## src/rtl/wdpc_pkg.sv

```systemverilog
package wdpc_pkg;

  localparam int LEN_CODE_W = 2;
  localparam int BEATS_W    = 3;

  typedef logic [LEN_CODE_W-1:0] len_code_t;
  typedef logic [BEATS_W-1:0]    beats_t;

  // Map a request length code to the number of data beats it promises.
  function automatic beats_t beats_of(input len_code_t code);
    case (code)
      2'd0:    beats_of = 3'd0;
      2'd1:    beats_of = 3'd1;
      2'd2:    beats_of = 3'd2;
      default: beats_of = 3'd4;
    endcase
  endfunction

endpackage

```

## src/rtl/wdpc_len_fifo.sv

```systemverilog
module wdpc_len_fifo #(
  parameter int DEPTH = 4
) (
  input  logic                clk_i,
  input  logic                rst_n_i,
  input  logic                push_i,
  input  wdpc_pkg::len_code_t push_code_i,
  input  logic                pop_i,
  output wdpc_pkg::len_code_t head_code_o,
  output logic                empty_o
);
  localparam int PTR_W = (DEPTH > 1) ? $clog2(DEPTH) : 1;
  localparam int CNT_W = $clog2(DEPTH + 1);

  wdpc_pkg::len_code_t    store_q [DEPTH];
  logic [PTR_W-1:0]       wr_ptr_q, rd_ptr_q;
  logic [CNT_W-1:0]       fill_q;

  logic push_ok, pop_ok;

  function automatic logic [PTR_W-1:0] wrap_inc(input logic [PTR_W-1:0] p);
    wrap_inc = (p == PTR_W'(DEPTH - 1)) ? '0 : p + 1'b1;
  endfunction

  assign empty_o     = (fill_q == '0);
  assign push_ok     = push_i && (fill_q != CNT_W'(DEPTH));
  assign pop_ok      = pop_i && !empty_o;
  assign head_code_o = store_q[rd_ptr_q];

  always_ff @(posedge clk_i) begin
    if (push_ok) store_q[wr_ptr_q] <= push_code_i;
  end

  always_ff @(posedge clk_i) begin
    if (!rst_n_i) begin
      wr_ptr_q <= '0;
      rd_ptr_q <= '0;
      fill_q   <= '0;
    end else begin
      if (push_ok) wr_ptr_q <= wrap_inc(wr_ptr_q);
      if (pop_ok)  rd_ptr_q <= wrap_inc(rd_ptr_q);
      case ({push_ok, pop_ok})
        2'b10:   fill_q <= fill_q + 1'b1;
        2'b01:   fill_q <= fill_q - 1'b1;
        default: fill_q <= fill_q;
      endcase
    end
  end

endmodule

```

## config.mk

```make
export PLATFORM = sky130hd
export DESIGN_NAME = wdpc_len_fifo
export DESIGN_NICKNAME = d
export VERILOG_FILES = /design/src/rtl/wdpc_pkg.sv /design/src/rtl/wdpc_len_fifo.sv
export SDC_FILE = /design/constraint.sdc
export NUM_CORES = 1
export LEC_CHECK = 0
export CORE_UTILIZATION = 53
export DETAILED_ROUTE_END_ITERATION = 6
export DONT_BUFFER_PORTS = 1
export MAX_ROUTING_LAYER = met4
export PLACE_DENSITY = 0.71
export SYNTH_ARGS = -nofsm -noshare
export SYNTH_HDL_FRONTEND = slang
export SYNTH_SLANG_ARGS = --single-unit
```

## constraint.sdc

```tcl
create_clock -name clk_i -period 2.3 [get_ports clk_i]
set_input_delay 0 -clock clk_i [delete_from_list [all_inputs] [get_ports clk_i]]
set_output_delay 0 -clock clk_i [all_outputs]
set_load 0.01 [all_outputs]
```

* Yosys cells after proc, flatten, opt, wreduce, memory -nomap -nowiden *
Memories as Yosys holds them, arrays and structs flattened. A register that Yosys moved wholly into a read port is not among the register bits.
Cells that the tools add are included.
Widths: inputs -> output; s select.

word-level totals
  logic and storage cells = 25
  bits in writable memories = 8
  bits of input ports = 6
  memories = 1
  flip-flop bits (word level) = 7
  output and inout bits = 3

cells by class
  equal/unequal tests = 5
  reductions and logical operators = 5
  add/sub/neg operators = 4
  muxes and demuxes = 7

memory list
  name     words  bits a word  read ports  clocked after Yosys merged registers in  write ports  RTL line             RTL
  store_q  4      2            1           1                                        1            wdpc_len_fifo.sv:15  wdpc_pkg::len_code_t store_q [DEPTH];

operators with widths
  operator             number
  $mux 2               4
  $eq 2x2->1 const B   3
  $pmux 3 s2           1
  $add 2x1->2 const B  2
  $add 3x1->3 const B  1
  $logic_not 3->1      1
  $ne 3x3->1 const B   1
  $sub 3x1->3 const B  1
  $eq 2x1->1 const B   1
  $logic_and 1x1->1    2
  $mux 1               2
  $reduce_bool 2->1    1
  $logic_not 1->1      1

* Logic depth before layout (Yosys ltp) *
Gate-level depths: netlist (run 1).

  depth after elaboration = 5
  gate-level depth with buffers = 9
  gate-level depth less buffers = 9

* Least setup slack after synthesis (run 1) *
OpenSTA, ideal clock, no wires.

  path type = register to register
  start point = register fill_q[0]
  end point = register fill_q[2]
  path buffers = 0
  arrival time = 2219 ps
  period minus slack after synthesis = 2295 ps
  required time = 2224 ps
  slack = 5 ps
  cell stages (with the launch flop) = 10
  setup time = 76 ps
  cell sequence = dfxtp_1 or3b_4 and2_4 inv_1 ha_1 inv_1 fa_1 xor2_1 or3_2 a21boi_0

on the way
  longest elaborated chain between the ends = 5
  elaborated cells on any way between the ends = 11
  those cells by class = 2 x add/sub; 3 x eq/ne; 1 x mux; 5 x reduce/logical

RTL lines
  what                                                    RTL line             RTL
  start, declared                                         wdpc_len_fifo.sv:17  logic [CNT_W-1:0] fill_q;
  start signal, assigned                                  wdpc_len_fifo.sv:43  2'b10: fill_q <= fill_q + 1'b1;
  start signal, assigned                                  wdpc_len_fifo.sv:44  2'b01: fill_q <= fill_q - 1'b1;
  start signal, assigned                                  wdpc_len_fifo.sv:45  default: fill_q <= fill_q;
  $logic_not 3->1                                         wdpc_len_fifo.sv:25  assign empty_o = (fill_q == '0);
  $logic_not 1->1                                         wdpc_len_fifo.sv:27  assign pop_ok = pop_i && !empty_o;
  $logic_and 1x1->1                                       wdpc_len_fifo.sv:27
  $eq 2x1->1 / $eq 2x2->1 (equally long branches)         wdpc_len_fifo.sv:42  case ({push_ok, pop_ok})
  $pmux 3 s2 / $reduce_bool 2->1 (equally long branches)  -

Parallel ways exist; a longest one is shown, timed or not.
A chain may end at the register's enable or synchronous reset.

* Final worst setup path (run 1) *
Same ends and word-level chain as after synthesis.

==> implementation parameters, run 1 <==
Parameter                              Value

Run status
  Outcome    complete, no violations

Timing
  Setup repair after global routing missed its margin    no
  Highest clock frequency the design can meet    462 MHz
  Max transition margin    0.751
  Worst clock skew on the final layout    3.11 ps
  Worst path setup slack after routing    137 ps
  Final max-slew violation count    0
  Final period util    0.940
  Worst hold slack    17.8 ps
  Measured slew at the worst slew-check pin    371 ps
  Number of endpoints failing setup at the final stage    0
  Final worst path period need    2160 ps
  Final hold vios    0

Setup path
  Buffers and inverters on the worst path    2
  Largest driver fanout on the critical path    2
  Depth of the worst register-to-register path    9
  Kind of cell adding the most delay to the critical path    simple AND/OR/NAND/NOR gates
  Worst reg2reg path startpoint    fill_q[0]
  Critical path capture point type    register
  Stage delay of the slowest cell on the critical path    390 ps
  Category of the critical setup timing path    reg2reg
  Worst EP required    2510 ps
  Most prevalent standard cell on the critical path    sky130_fd_sc_hd__inv_1
  Library cell contributing the largest single delay on the critical path    sky130_fd_sc_hd__or3b_4
  Setup crit start kind    register
  Cell Chain, Critical Path    or3b_4 > and2_4 > inv_1 > ha_2 > inv_1 > fa_2 > xor2_1 > or3_4 > a21boi_2
  Slack of the worst reg-to-reg path    140 ps
  Reg2reg end    fill_q[2]
  Arrival time at the worst endpoint    2380 ps

Die
  Total number of placement rows    13
  Placeable core region    0.00133 sq mm
  Top-Level Pins    9
  Die Ht    40.4 um
  Effective utilization at floorplan    0.584
  Overall die width    40.4 um
  Total Die Area    0.00163 sq mm

Logic synthesis
  Distinct cells, synth    23
  Post-synthesis sequential area ratio    0.539
  Syn avg cell area    12.0 sq um
  Fraction of synthesized cell area in xor and xnor cells    0.0225
  Ys Warns    0
  Post-synthesis mux area share    0.0706
  Asr flop ratio synth    0
  Gate Count Post-Synth    65
  Area fraction in compound gates after synthesis    0.0514
  Count of state elements after synthesis    17
  Adder and majority cell fraction of the synthesized area    0.122
  Area of the mapped netlist    779 sq um
  Most instantiated flip-flop cell in the synthesis netlist    sky130_fd_sc_hd__dfxtp_1
  Dominant combinational cell family by area after synthesis    simple AND/OR/NAND/NOR gates
  Number of enable flip-flop cells after synthesis    8
  Synthesized netlist net count    78
  Simple-gate share of the synthesized area    0.156

Cells and area
  N_diodes    0
  Signed area change from the synthesized netlist to the final layout    21.3%
  # fillers    103
  Ratio of cells with drive above 1 in the final layout    0.309
  Fin nets    95

Pwr
  Cell Pwr Density    999 mW/mm^2
  Fraction of power consumed by combinational cells    0.396
  Maximum vdd drop    0.000552 V
  Reported leakage power    0.386 nW
  Switching power total    0.297 mW
  Internal power component    0.648 mW
  Fraction of power consumed by the clock network    0.158
  Total Power Consumption    0.945 mW
  Sw frac    0.315
  Sequential fraction of design power    0.446

Global route
  Via count of the first global-routing pass    464
  Maximum number of pins on one net before global-route repair    12
  Overflow after GRT    0
  Global-route wire length before repair    1990 um
  Number of antenna violations at the first check in global routing    0
  Global router's overall resource usage    0.204

Clocking
  Worst-Skew Late Latency    270 ps
  Maximum root-to-sink buffer count    2
  Clock tree from TritonCTS    built
  Root buffer cell    sky130_fd_sc_hd__clkbuf_4
  Post-CTS clock slew at the launch and capture registers of the worst setup and hold paths    90 ps
  Sink Count    17
  Number of buffers inserted during clock tree synthesis    3
  Total number of H-tree levels    1

Place
  RePlAce Congestion    0.800
  Pre-CTS setup slack    -8.29 ps
  Placed wire-length estimate after detailed placement    946 um
  Number of buffers added on ports    0

Run
  Max Cap Viol    0

Route
  Violation count after the first detailed-routing iteration    3
  Detail-routed net length per standard cell    13.1 um
  Wirelength, routed    1260 um
  Drt drc    0
  DR vias    495
  Vias per std cell    5.16
  Number of detailed-route iterations in the first pass    2
  Remaining number of nets flagged by the antenna check after routing    0

Min path
  Launch instance of the worst min-delay path    push_i
  Number of cells traversed by the worst hold path    1
  Worst hold-check path type    in2reg
  Terminating pin of the worst hold path    store_q[3][0]
-- final cells by class --
class | count | area, sq um | area share
Tap cell | 15 | 18.8 | 0.0198
Multi-Input combinational cell | 40 | 342 | 0.361
Timing Repair Buffer | 13 | 110 | 0.116
Inverter | 7 | 26.3 | 0.0278
Clock buffer | 4 | 26.3 | 0.0278
Sequential cell | 17 | 423 | 0.447
-- Yosys cell counts (2+ instances only) --
| cell | n | area (sq um) |
|---|---|---|
| sky130_fd_sc_hd__and2_1 | 2 | 12.5 |
| sky130_fd_sc_hd__and3_2 | 4 | 30.0 |
| sky130_fd_sc_hd__dfxtp_1 | 9 | 180 |
| sky130_fd_sc_hd__edfxtp_1 | 8 | 240 |
| sky130_fd_sc_hd__ha_1 | 6 | 75.1 |
| sky130_fd_sc_hd__inv_1 | 7 | 26.3 |
| sky130_fd_sc_hd__mux4_2 | 2 | 45.0 |
| sky130_fd_sc_hd__nand2_1 | 6 | 22.5 |
| sky130_fd_sc_hd__nand3_1 | 2 | 10.0 |
| sky130_fd_sc_hd__nor2_1 | 2 | 7.51 |
| sky130_fd_sc_hd__o21ai_0 | 5 | 25.0 |
-- cell usage in the layout, fill, tap and decap left out --
| master | synthesis | layout |
|---|---|---|
| sky130_fd_sc_hd__a21boi_2 | 0 | 1 |
| sky130_fd_sc_hd__and2_1 | 2 | 2 |
| sky130_fd_sc_hd__and2_4 | 1 | 1 |
| sky130_fd_sc_hd__and3_2 | 4 | 4 |
| sky130_fd_sc_hd__buf_4 | 0 | 8 |
| sky130_fd_sc_hd__clkbuf_1 | 1 | 1 |
| sky130_fd_sc_hd__clkbuf_4 | 0 | 3 |
| sky130_fd_sc_hd__dfxtp_1 | 9 | 7 |
| sky130_fd_sc_hd__dfxtp_2 | 0 | 2 |
| sky130_fd_sc_hd__dlygate4sd3_1 | 0 | 5 |
| sky130_fd_sc_hd__edfxtp_1 | 8 | 8 |
| sky130_fd_sc_hd__fa_2 | 0 | 1 |
| sky130_fd_sc_hd__ha_1 | 6 | 5 |
| sky130_fd_sc_hd__ha_2 | 0 | 1 |
| sky130_fd_sc_hd__inv_1 | 7 | 7 |
| sky130_fd_sc_hd__mux2i_1 | 1 | 1 |
| sky130_fd_sc_hd__mux4_2 | 2 | 2 |
| sky130_fd_sc_hd__nand2_1 | 6 | 6 |
| sky130_fd_sc_hd__nand3_1 | 2 | 2 |
| sky130_fd_sc_hd__nand4_1 | 1 | 1 |
| sky130_fd_sc_hd__nor2_1 | 2 | 2 |
| sky130_fd_sc_hd__nor3_1 | 1 | 1 |
| sky130_fd_sc_hd__o21ai_0 | 5 | 5 |
| sky130_fd_sc_hd__o31ai_1 | 1 | 1 |
| sky130_fd_sc_hd__or3_4 | 0 | 1 |
| sky130_fd_sc_hd__or3b_4 | 1 | 1 |
| sky130_fd_sc_hd__xnor2_1 | 1 | 1 |
| sky130_fd_sc_hd__xor2_1 | 1 | 1 |
-- power by group through the flow --
stage | clock network (mW) | logic (mW) | registers, mW
after detailed placement | 0 | 0.343 | 0.427
final | 0.149 | 0.374 | 0.422
after global routing | 0.165 | 0.427 | 0.433
after floorplan | 0 | 0.224 | 0.429
after CTS | 0.154 | 0.358 | 0.420
after global placement | 0 | 0.323 | 0.424
-- metal layers --
metal  up-vias  routed length, um  track usage
met2         5                657        0.337
met3         2                 27       0.0556
met4         0                 17        0.100
met1       230                554        0.223
met5         -                  0            -
li1        258                  -            -
-- metrics by stage --
stage	area [sq um]	util	std cells	setup TNS [ps]
floorplan	779	-	65	0
global placement	847	0.635	86	0
detailed placement	847	0.635	86	-8.29
CTS	916	0.687	94	0
global route	946	0.709	96	0
finish	946	0.709	96	0
-- worst register-to-register path, delay by kind of cell, from the launching register on --
family                     cells  cell delay (ps)
adders and majority gates      2              510
AOI/OAI and AO/OA              1              110
and+or+nand+nor                3              890
buffers and inverters          2              100
DFF                            1              330
xor gates and xnor gates       1              160
-- cell families after synthesis --
group	after synthesis
xor gates and xnor gates	2
buffers and inverters	8
DFF	17
muxes	3
AOI/OAI and AO/OA	7
adders and majority gates	7
and+or+nand+nor	21
-- timing repair --
action                                  in CTS  in global routing
endpoints found under the hold margin       17                  2
endpoints found under the setup margin       1                  1
setup buffers                                0                  1
hold buffers                                 4                  1
gates resized for setup                      2                  5
pin swaps                                    0                  2
-- how the worst max path moves through the flow --
stage	from	endpoint	slack, ps	cells past startpoint
2_1_floorplan	fill_q[0]	fill_q[2]	5	9
3_3_place_gp	fill_q[2]	fill_q[2]	30	9
3_5_place_dp	fill_q[0]	fill_q[2]	-8	9
4_1_cts	fill_q[0]	fill_q[2]	40	9
5_1_grt	fill_q[0]	fill_q[2]	50	9
6_report	fill_q[0]	fill_q[2]	140	9
(Power assumes the default switching activity.)
==> run 2, diff against run 1 <==
--- a/config.mk
+++ b/config.mk
@@ -5,11 +5,11 @@
 export SDC_FILE = /design/constraint.sdc
 export NUM_CORES = 1
 export LEC_CHECK = 0
-export CORE_UTILIZATION = 53
+export CORE_UTILIZATION = 58
 export DETAILED_ROUTE_END_ITERATION = 6
 export DONT_BUFFER_PORTS = 1
 export MAX_ROUTING_LAYER = met4
-export PLACE_DENSITY = 0.71
+export PLACE_DENSITY = 0.74
 export SYNTH_ARGS = -nofsm -noshare
 export SYNTH_HDL_FRONTEND = slang
 export SYNTH_SLANG_ARGS = --single-unit
==> constraint.sdc (replaced) <==
create_clock -name clk_i -period 2.4 [get_ports clk_i]
set_input_delay 0 -clock clk_i [delete_from_list [all_inputs] [get_ports clk_i]]
set_output_delay 0 -clock clk_i [all_outputs]
set_load 0.01 [all_outputs]
==> run 2 against run 1 <==
Against the previous run:
- clock power is 5% higher
- worst hold slack worse by 9.3 ps
- clock skew decreased by 2.1 ps
- combinational power is 9.6% lower
- register-to-register slack lost 40 ps
- non-clock buffer count shrank 2
- die area shrank 8.2%
- routed wire length rose by 7.8%
- critical path type unchanged
- largest cell class unchanged
- largest power group unchanged
==> implementation parameters, run 2 (synthesized netlist as in run 1, its figures left out) <==
Parameter                              Value

Clocking
  Post-CTS clock slew at the launch and capture registers of the worst setup and hold paths    100 ps (about the same)
  Number of buffers inserted during clock tree synthesis    3 (unchanged)
  Clock tree from TritonCTS    built
  Worst-Skew Late Latency    300 ps (+30 ps)
  Root buffer cell    sky130_fd_sc_hd__clkbuf_4
  Total number of H-tree levels    1 (unchanged)
  Maximum root-to-sink buffer count    2 (unchanged)
  Sink Count    17 (unchanged)

Global route
  Global router's overall resource usage    0.226 (+0.0220)
  Via count of the first global-routing pass    503 (+8.4%)
  Global-route wire length before repair    2060 um (+3.1%)
  Maximum number of pins on one net before global-route repair    12 (unchanged)
  Overflow after GRT    0 (unchanged)
  Number of antenna violations at the first check in global routing    0 (unchanged)

Cells and area
  N_diodes    0 (unchanged)
  Commonest cells after routing, fill and taps aside    sky130_fd_sc_hd__dfxtp_1, sky130_fd_sc_hd__edfxtp_1, sky130_fd_sc_hd__inv_1
  Ratio of cells with drive above 1 in the final layout    0.278 (-0.0302)
  Signed area change from the synthesized netlist to the final layout    18.3%
  Fin nets    93 (-2.1%)
  # fillers    72 (-30%)

Die
  Total number of placement rows    12 (-1)
  Overall die width    38.7 um (-4.2%)
  Top-Level Pins    9 (unchanged)
  Placeable core region    0.00117 sq mm (-12%)
  Effective utilization at floorplan    0.666 (+0.0812)
  Die Ht    38.7 um (-4.2%)
  Total Die Area    0.00149 sq mm (-8.2%)

Route
  Wirelength, routed    1350 um (+7.8%)
  Violation count after the first detailed-routing iteration    13 (+10)
  Remaining number of nets flagged by the antenna check after routing    0 (unchanged)
  DR vias    518 (+4.6%)
  Vias per std cell    5.57 (+8.0%)
  Detail-routed net length per standard cell    14.6 um (+11%)
  Drt drc    0 (unchanged)
  Number of detailed-route iterations in the first pass    5 (+3)

Setup path
  Critical path capture point type    register
  Depth of the worst register-to-register path    9 (unchanged)
  Category of the critical setup timing path    reg2reg
  Worst EP required    2640 ps (+130 ps)
  Setup crit start kind    register
  Arrival time at the worst endpoint    2540 ps (+160 ps)
  Largest driver fanout on the critical path    5 (+3)

Timing
  Max transition margin    0.761 (+0.00959)
  Worst clock skew on the final layout    1.02 ps (-2.08 ps)
  Highest clock frequency the design can meet    434 MHz (-6.1%)
  Measured slew at the worst slew-check pin    356 ps (-14.3 ps)
  Number of endpoints failing setup at the final stage    0 (unchanged)
  Final worst path period need    2300 ps (+141 ps)
  Final hold vios    0 (unchanged)
  Fin Setup TNS    0 ps (unchanged)
  Final max-slew violation count    0 (unchanged)
  Setup repair after global routing missed its margin    no
  Final period util    0.960 (+0.0194)

Pwr
  Total Power Consumption    0.897 mW (-5.0%)
  Maximum vdd drop    0.000711 V (+29%)
  Reported leakage power    0.376 nW (-2.4%)
  Cell Pwr Density    973 mW/mm^2 (-2.6%)

Place
  Placed wire-length estimate after detailed placement    898 um (-5.1%)
  Number of buffers added on ports    0 (unchanged)
  RePlAce Congestion    0.701 (-12%)

Run
  Max Cap Viol    0 (unchanged)

Run status
  Outcome    complete, no violations

Min path
  Number of cells traversed by the worst hold path    1 (unchanged)
  Worst hold-check path type    in2reg
[run 2: cell types whose count changed in the layout (fill, tap and decap cells not counted), sizes merged]
cell | before | now
clkinv | 0 | 1
clkbuf | 4 | 3
buf | 8 | 6
[run 2: metal layers]
metal	track usage	up-vias	routed length (um)
met2	0.429	13	770
met3	0.104	0	68
li1	-	253	-
met5	-	-	0
met1	0.198	252	515
met4	0.0517	0	0
[run 2: worst max-delay path, cell delays in order, from the launching register on]
cell                       delay (ps)
sky130_fd_sc_hd__dfxtp_1          320
sky130_fd_sc_hd__or3b_4           420
sky130_fd_sc_hd__and2_4           190
sky130_fd_sc_hd__inv_1             60
sky130_fd_sc_hd__ha_2             170
sky130_fd_sc_hd__inv_1             50
sky130_fd_sc_hd__fa_2             330
sky130_fd_sc_hd__xor2_1           150
sky130_fd_sc_hd__or3_2            400
sky130_fd_sc_hd__a21boi_1         140
[run 2: cell type report]
cell class	count	area (sq um)	share of cell area
Clock buffer	3	22.5	0.0244
Clock inverter	1	5.00	0.00543
Inverter	7	26.3	0.0285
Multi-Input combinational cell	40	334	0.362
Sequential cell	17	422	0.457
Tap cell	14	17.5	0.0190
Timing Repair Buffer	11	95.1	0.103
[run 2: stage by stage]
stage | cell area, sq um | cells | setup slack (ps) | util | hold WS, ps
floorplan | 779 | 65 | 105 | - | 98.9
global placement | 823 | 82 | 83.6 | 0.703 | 99.0
detailed placement | 823 | 82 | 35.1 | 0.703 | 99.1
CTS | 891 | 90 | 9.27 | 0.761 | 0.901
global route | 922 | 93 | 23.1 | 0.787 | 5.63
finish | 922 | 93 | 96.2 | 0.787 | 8.49
[run 2: path summary, 6_finish.rpt]
kind | end | startpoint | slack [ps]
max reg2reg | fill_q[2] | fill_q[1] | 100
min reg2reg | wr_ptr_q[1] | wr_ptr_q[1] | 530
max | fill_q[2] | fill_q[1] | 100
min | store_q[0][1] | push_i | 8
[run 2: what timing repair did]
action / 4_1_cts / 5_1_grt
hold endpoints to repair: 21 / 2
buffers inserted: 0 / 2
gates resized for setup: 0 / 4
setup endpoints to repair: 0 / 1
hold buffers: 4 / 1
[run 2: power breakdown]
| part | switching, mW | internal (mW) |
|---|---|---|
| Combinational | 0.163 | 0.174 |
| Sequential | 0.0384 | 0.366 |
| Clock | 0.0934 | 0.0622 |
| Total | 0.295 | 0.602 |
==> run 3, diff against run 2 <==
--- a/config.mk
+++ b/config.mk
@@ -5,11 +5,11 @@
 export SDC_FILE = /design/constraint.sdc
 export NUM_CORES = 1
 export LEC_CHECK = 0
-export CORE_UTILIZATION = 58
+export BUFFER_PORTS_ARGS = -buffer_cell sky130_fd_sc_hd__buf_4
+export CORE_UTILIZATION = 54
 export DETAILED_ROUTE_END_ITERATION = 6
-export DONT_BUFFER_PORTS = 1
 export MAX_ROUTING_LAYER = met4
-export PLACE_DENSITY = 0.74
+export PLACE_DENSITY = 0.75
 export SYNTH_ARGS = -nofsm -noshare
 export SYNTH_HDL_FRONTEND = slang
 export SYNTH_SLANG_ARGS = --single-unit
==> run 3 against run 2 <==
Against the previous run:
- via count is 1.9% lower
- combinational power increased by 10%
- sequential power about the same
- register-to-register slack improved by 50 ps
- worst hold slack improved by 1.2 ps
- die area grew 7.0%
- largest cell class unchanged
==> implementation parameters, run 3 (synthesized netlist as in run 1, its figures left out) <==
Parameter                              Value

Die
  Effective utilization at floorplan    0.592 (-0.0740)
  Placeable core region    0.00132 sq mm (+13%)
  Top-Level Pins    9 (unchanged)
  Total number of placement rows    13 (+1)
  Total Die Area    0.00160 sq mm (+7.0%)
  Overall die width    40.0 um (+3.5%)
  Die Ht    40.0 um (+3.5%)

Run status
  Outcome    complete, no violations

Route
  Violation count after the first detailed-routing iteration    4 (-9)
  DR vias    508 (-1.9%)
  Remaining number of nets flagged by the antenna check after routing    0 (unchanged)
  Detail-routed net length per standard cell    11.9 um (-18%)
  Number of detailed-route iterations in the first pass    6 (+1)
  Drt drc    0 (unchanged)
  Wirelength, routed    1180 um (-13%)
  Vias per std cell    5.13 (-7.9%)

Setup path
  Depth of the worst register-to-register path    9 (unchanged)
  Worst EP required    2620 ps (-20 ps)
  Slack of the worst reg-to-reg path    150 ps (+50 ps)
  Critical path capture point type    register
  Library cell contributing the largest single delay on the critical path    sky130_fd_sc_hd__or3_2
  Buffers and inverters on the worst path    2 (unchanged)
  Cell Chain, Critical Path    or3b_4 > and2_4 > inv_1 > ha_2 > inv_1 > fa_2 > xor2_1 > or3_2 > a21boi_1
  Largest driver fanout on the critical path    3 (-2)
  Arrival time at the worst endpoint    2470 ps (-70 ps)
  Most prevalent standard cell on the critical path    sky130_fd_sc_hd__inv_1
  Worst reg2reg path startpoint    fill_q[0]
  Category of the critical setup timing path    reg2reg
  Reg2reg end    fill_q[2]
  Stage delay of the slowest cell on the critical path    410 ps (about the same)
  Setup crit start kind    register
  Kind of cell adding the most delay to the critical path    simple AND/OR/NAND/NOR gates

Timing
  Measured slew at the worst slew-check pin    266 ps (-90.5 ps)
  Max transition margin    0.821 (+0.0606)
  Number of endpoints failing setup at the final stage    0 (unchanged)
  Final worst path period need    2250 ps (-49.5 ps)
  Setup repair after global routing missed its margin    no
  Final period util    0.939 (-0.0206)
  Fin Setup TNS    0 ps (unchanged)
  Highest clock frequency the design can meet    444 MHz (+2.2%)
  Final hold vios    0 (unchanged)
  Worst clock skew on the final layout    5.05 ps (+4.03 ps)
  Final max-slew violation count    0 (unchanged)

Clocking
  Maximum root-to-sink buffer count    2 (unchanged)
  Post-CTS clock slew at the launch and capture registers of the worst setup and hold paths    90 ps (about the same)
  Total number of H-tree levels    1 (unchanged)
  Root buffer cell    sky130_fd_sc_hd__clkbuf_4
  Clock tree from TritonCTS    built
  Worst-Skew Late Latency    280 ps (-20 ps)
  Sink Count    17 (unchanged)
  Number of buffers inserted during clock tree synthesis    3 (unchanged)

Pwr
  Maximum vdd drop    0.000538 V (-24%)
  Reported leakage power    0.398 nW (+5.8%)
  Cell Pwr Density    961 mW/mm^2 (-1.2%)

Place
  RePlAce Congestion    0.720 (+2.7%)
  Post-Place Cell Area    885 sq um (+7.4%)
  Number of buffers added on ports    8 (+8)
  Placed wire-length estimate after detailed placement    965 um (+7.5%)

Cells and area
  Fin nets    98 (+5.4%)
  Utilization after layout    0.725 (-0.0628)
  Commonest cells after routing, fill and taps aside    sky130_fd_sc_hd__buf_4, sky130_fd_sc_hd__dfxtp_1, sky130_fd_sc_hd__edfxtp_1
  Signed area change from the synthesized netlist to the final layout    22.5%
  Commonest non-fill, non-tap cell in the layout    sky130_fd_sc_hd__buf_4
  # fillers    99 (+38%)
  Ratio of cells with drive above 1 in the final layout    0.333 (+0.0549)
  Final non-filler cell area    955 sq um (+3.5%)
  N_diodes    0 (unchanged)

Global route
  Overflow after GRT    0 (unchanged)
  GR Layer Usage met2    0.343 (-0.0864)
  Met1 global-route usage    0.209 (+0.0115)
  Maximum number of pins on one net before global-route repair    12 (unchanged)
  Global router's overall resource usage    0.207 (-0.0188)
  Gr busiest metal    met2
  Met3 global-route usage    0.0833 (-0.0207)
  Number of antenna violations at the first check in global routing    0 (unchanged)
  Via count of the first global-routing pass    488 (-3.0%)
  Global-route wire length before repair    1980 um (-3.7%)

Min path
  Terminating pin of the worst hold path    fill_q[0]
  Launch instance of the worst min-delay path    rst_n_i
  Number of cells traversed by the worst hold path    2 (+1)
  Worst hold-check path type    in2reg

Run
  Max Cap Viol    0 (unchanged)
==> run 3: worst register-to-register path: cells and delay by family, from the launching register on <==
kind	cells	cell delay (ps)
adders and majority gates	2	510
xor gates and xnor gates	1	150
buffers and inverters	2	100
AOI/OAI and AO/OA	1	120
and+or+nand+nor	3	990
DFF	1	320
==> run 3: power breakdown <==
part | internal (mW) | switching, mW
logic | 0.206 | 0.166
clock network | 0.0645 | 0.0798
registers | 0.366 | 0.0357
==> run 3: worst max path at each step <==
stage,from,slack (ps),end,cells past startpoint
2_1_floorplan,fill_q[0],100,fill_q[2],9
3_3_place_gp,fill_q[2],100,fill_q[2],9
3_5_place_dp,fill_q[2],30,fill_q[2],9
4_1_cts,fill_q[2],10,fill_q[2],9
5_1_grt,fill_q[0],20,fill_q[2],9
6_report,fill_q[0],150,fill_q[2],9
==> run 3: routing by layer <==
layer	vias to the layer above	wire (um)
li1	269	-
met1	228	522
met2	7	601
met3	4	35
met4	0	21
met5	-	0
==> run 3: area by class of cell <==
type | instances | area [sq um] | area share
sequential | 17 | 422 | 0.442
multi-input combinational | 40 | 334 | 0.350
tap | 15 | 18.8 | 0.0197
inverter | 7 | 26.3 | 0.0275
timing repair buffer | 16 | 128 | 0.134
clock buffer | 4 | 26.3 | 0.0275
==> run 3: repair_timing <==
| item | CTS | global route |
|---|---|---|
| gates resized for setup | 0 | 4 |
| buffers inserted | 0 | 1 |
| hold endpoints to repair | 9 | 0 |
| hold buffers | 3 | 0 |
| endpoints found under the setup margin | 0 | 1 |
==> run 3: stage by stage <==
stage / hold WS (ps) / total power [mW] / setup WS (ps) / cells
floorplan: 98.9 / 0.625 / 105 / 65
global placement: 205 / 0.751 / 97.6 / 91
detailed placement: 209 / 0.768 / 34.7 / 91
CTS: 4.59 / 0.917 / 12.0 / 98
global route: 5.00 / 1.00 / 16.3 / 99
finish: 9.66 / 0.918 / 146 / 99
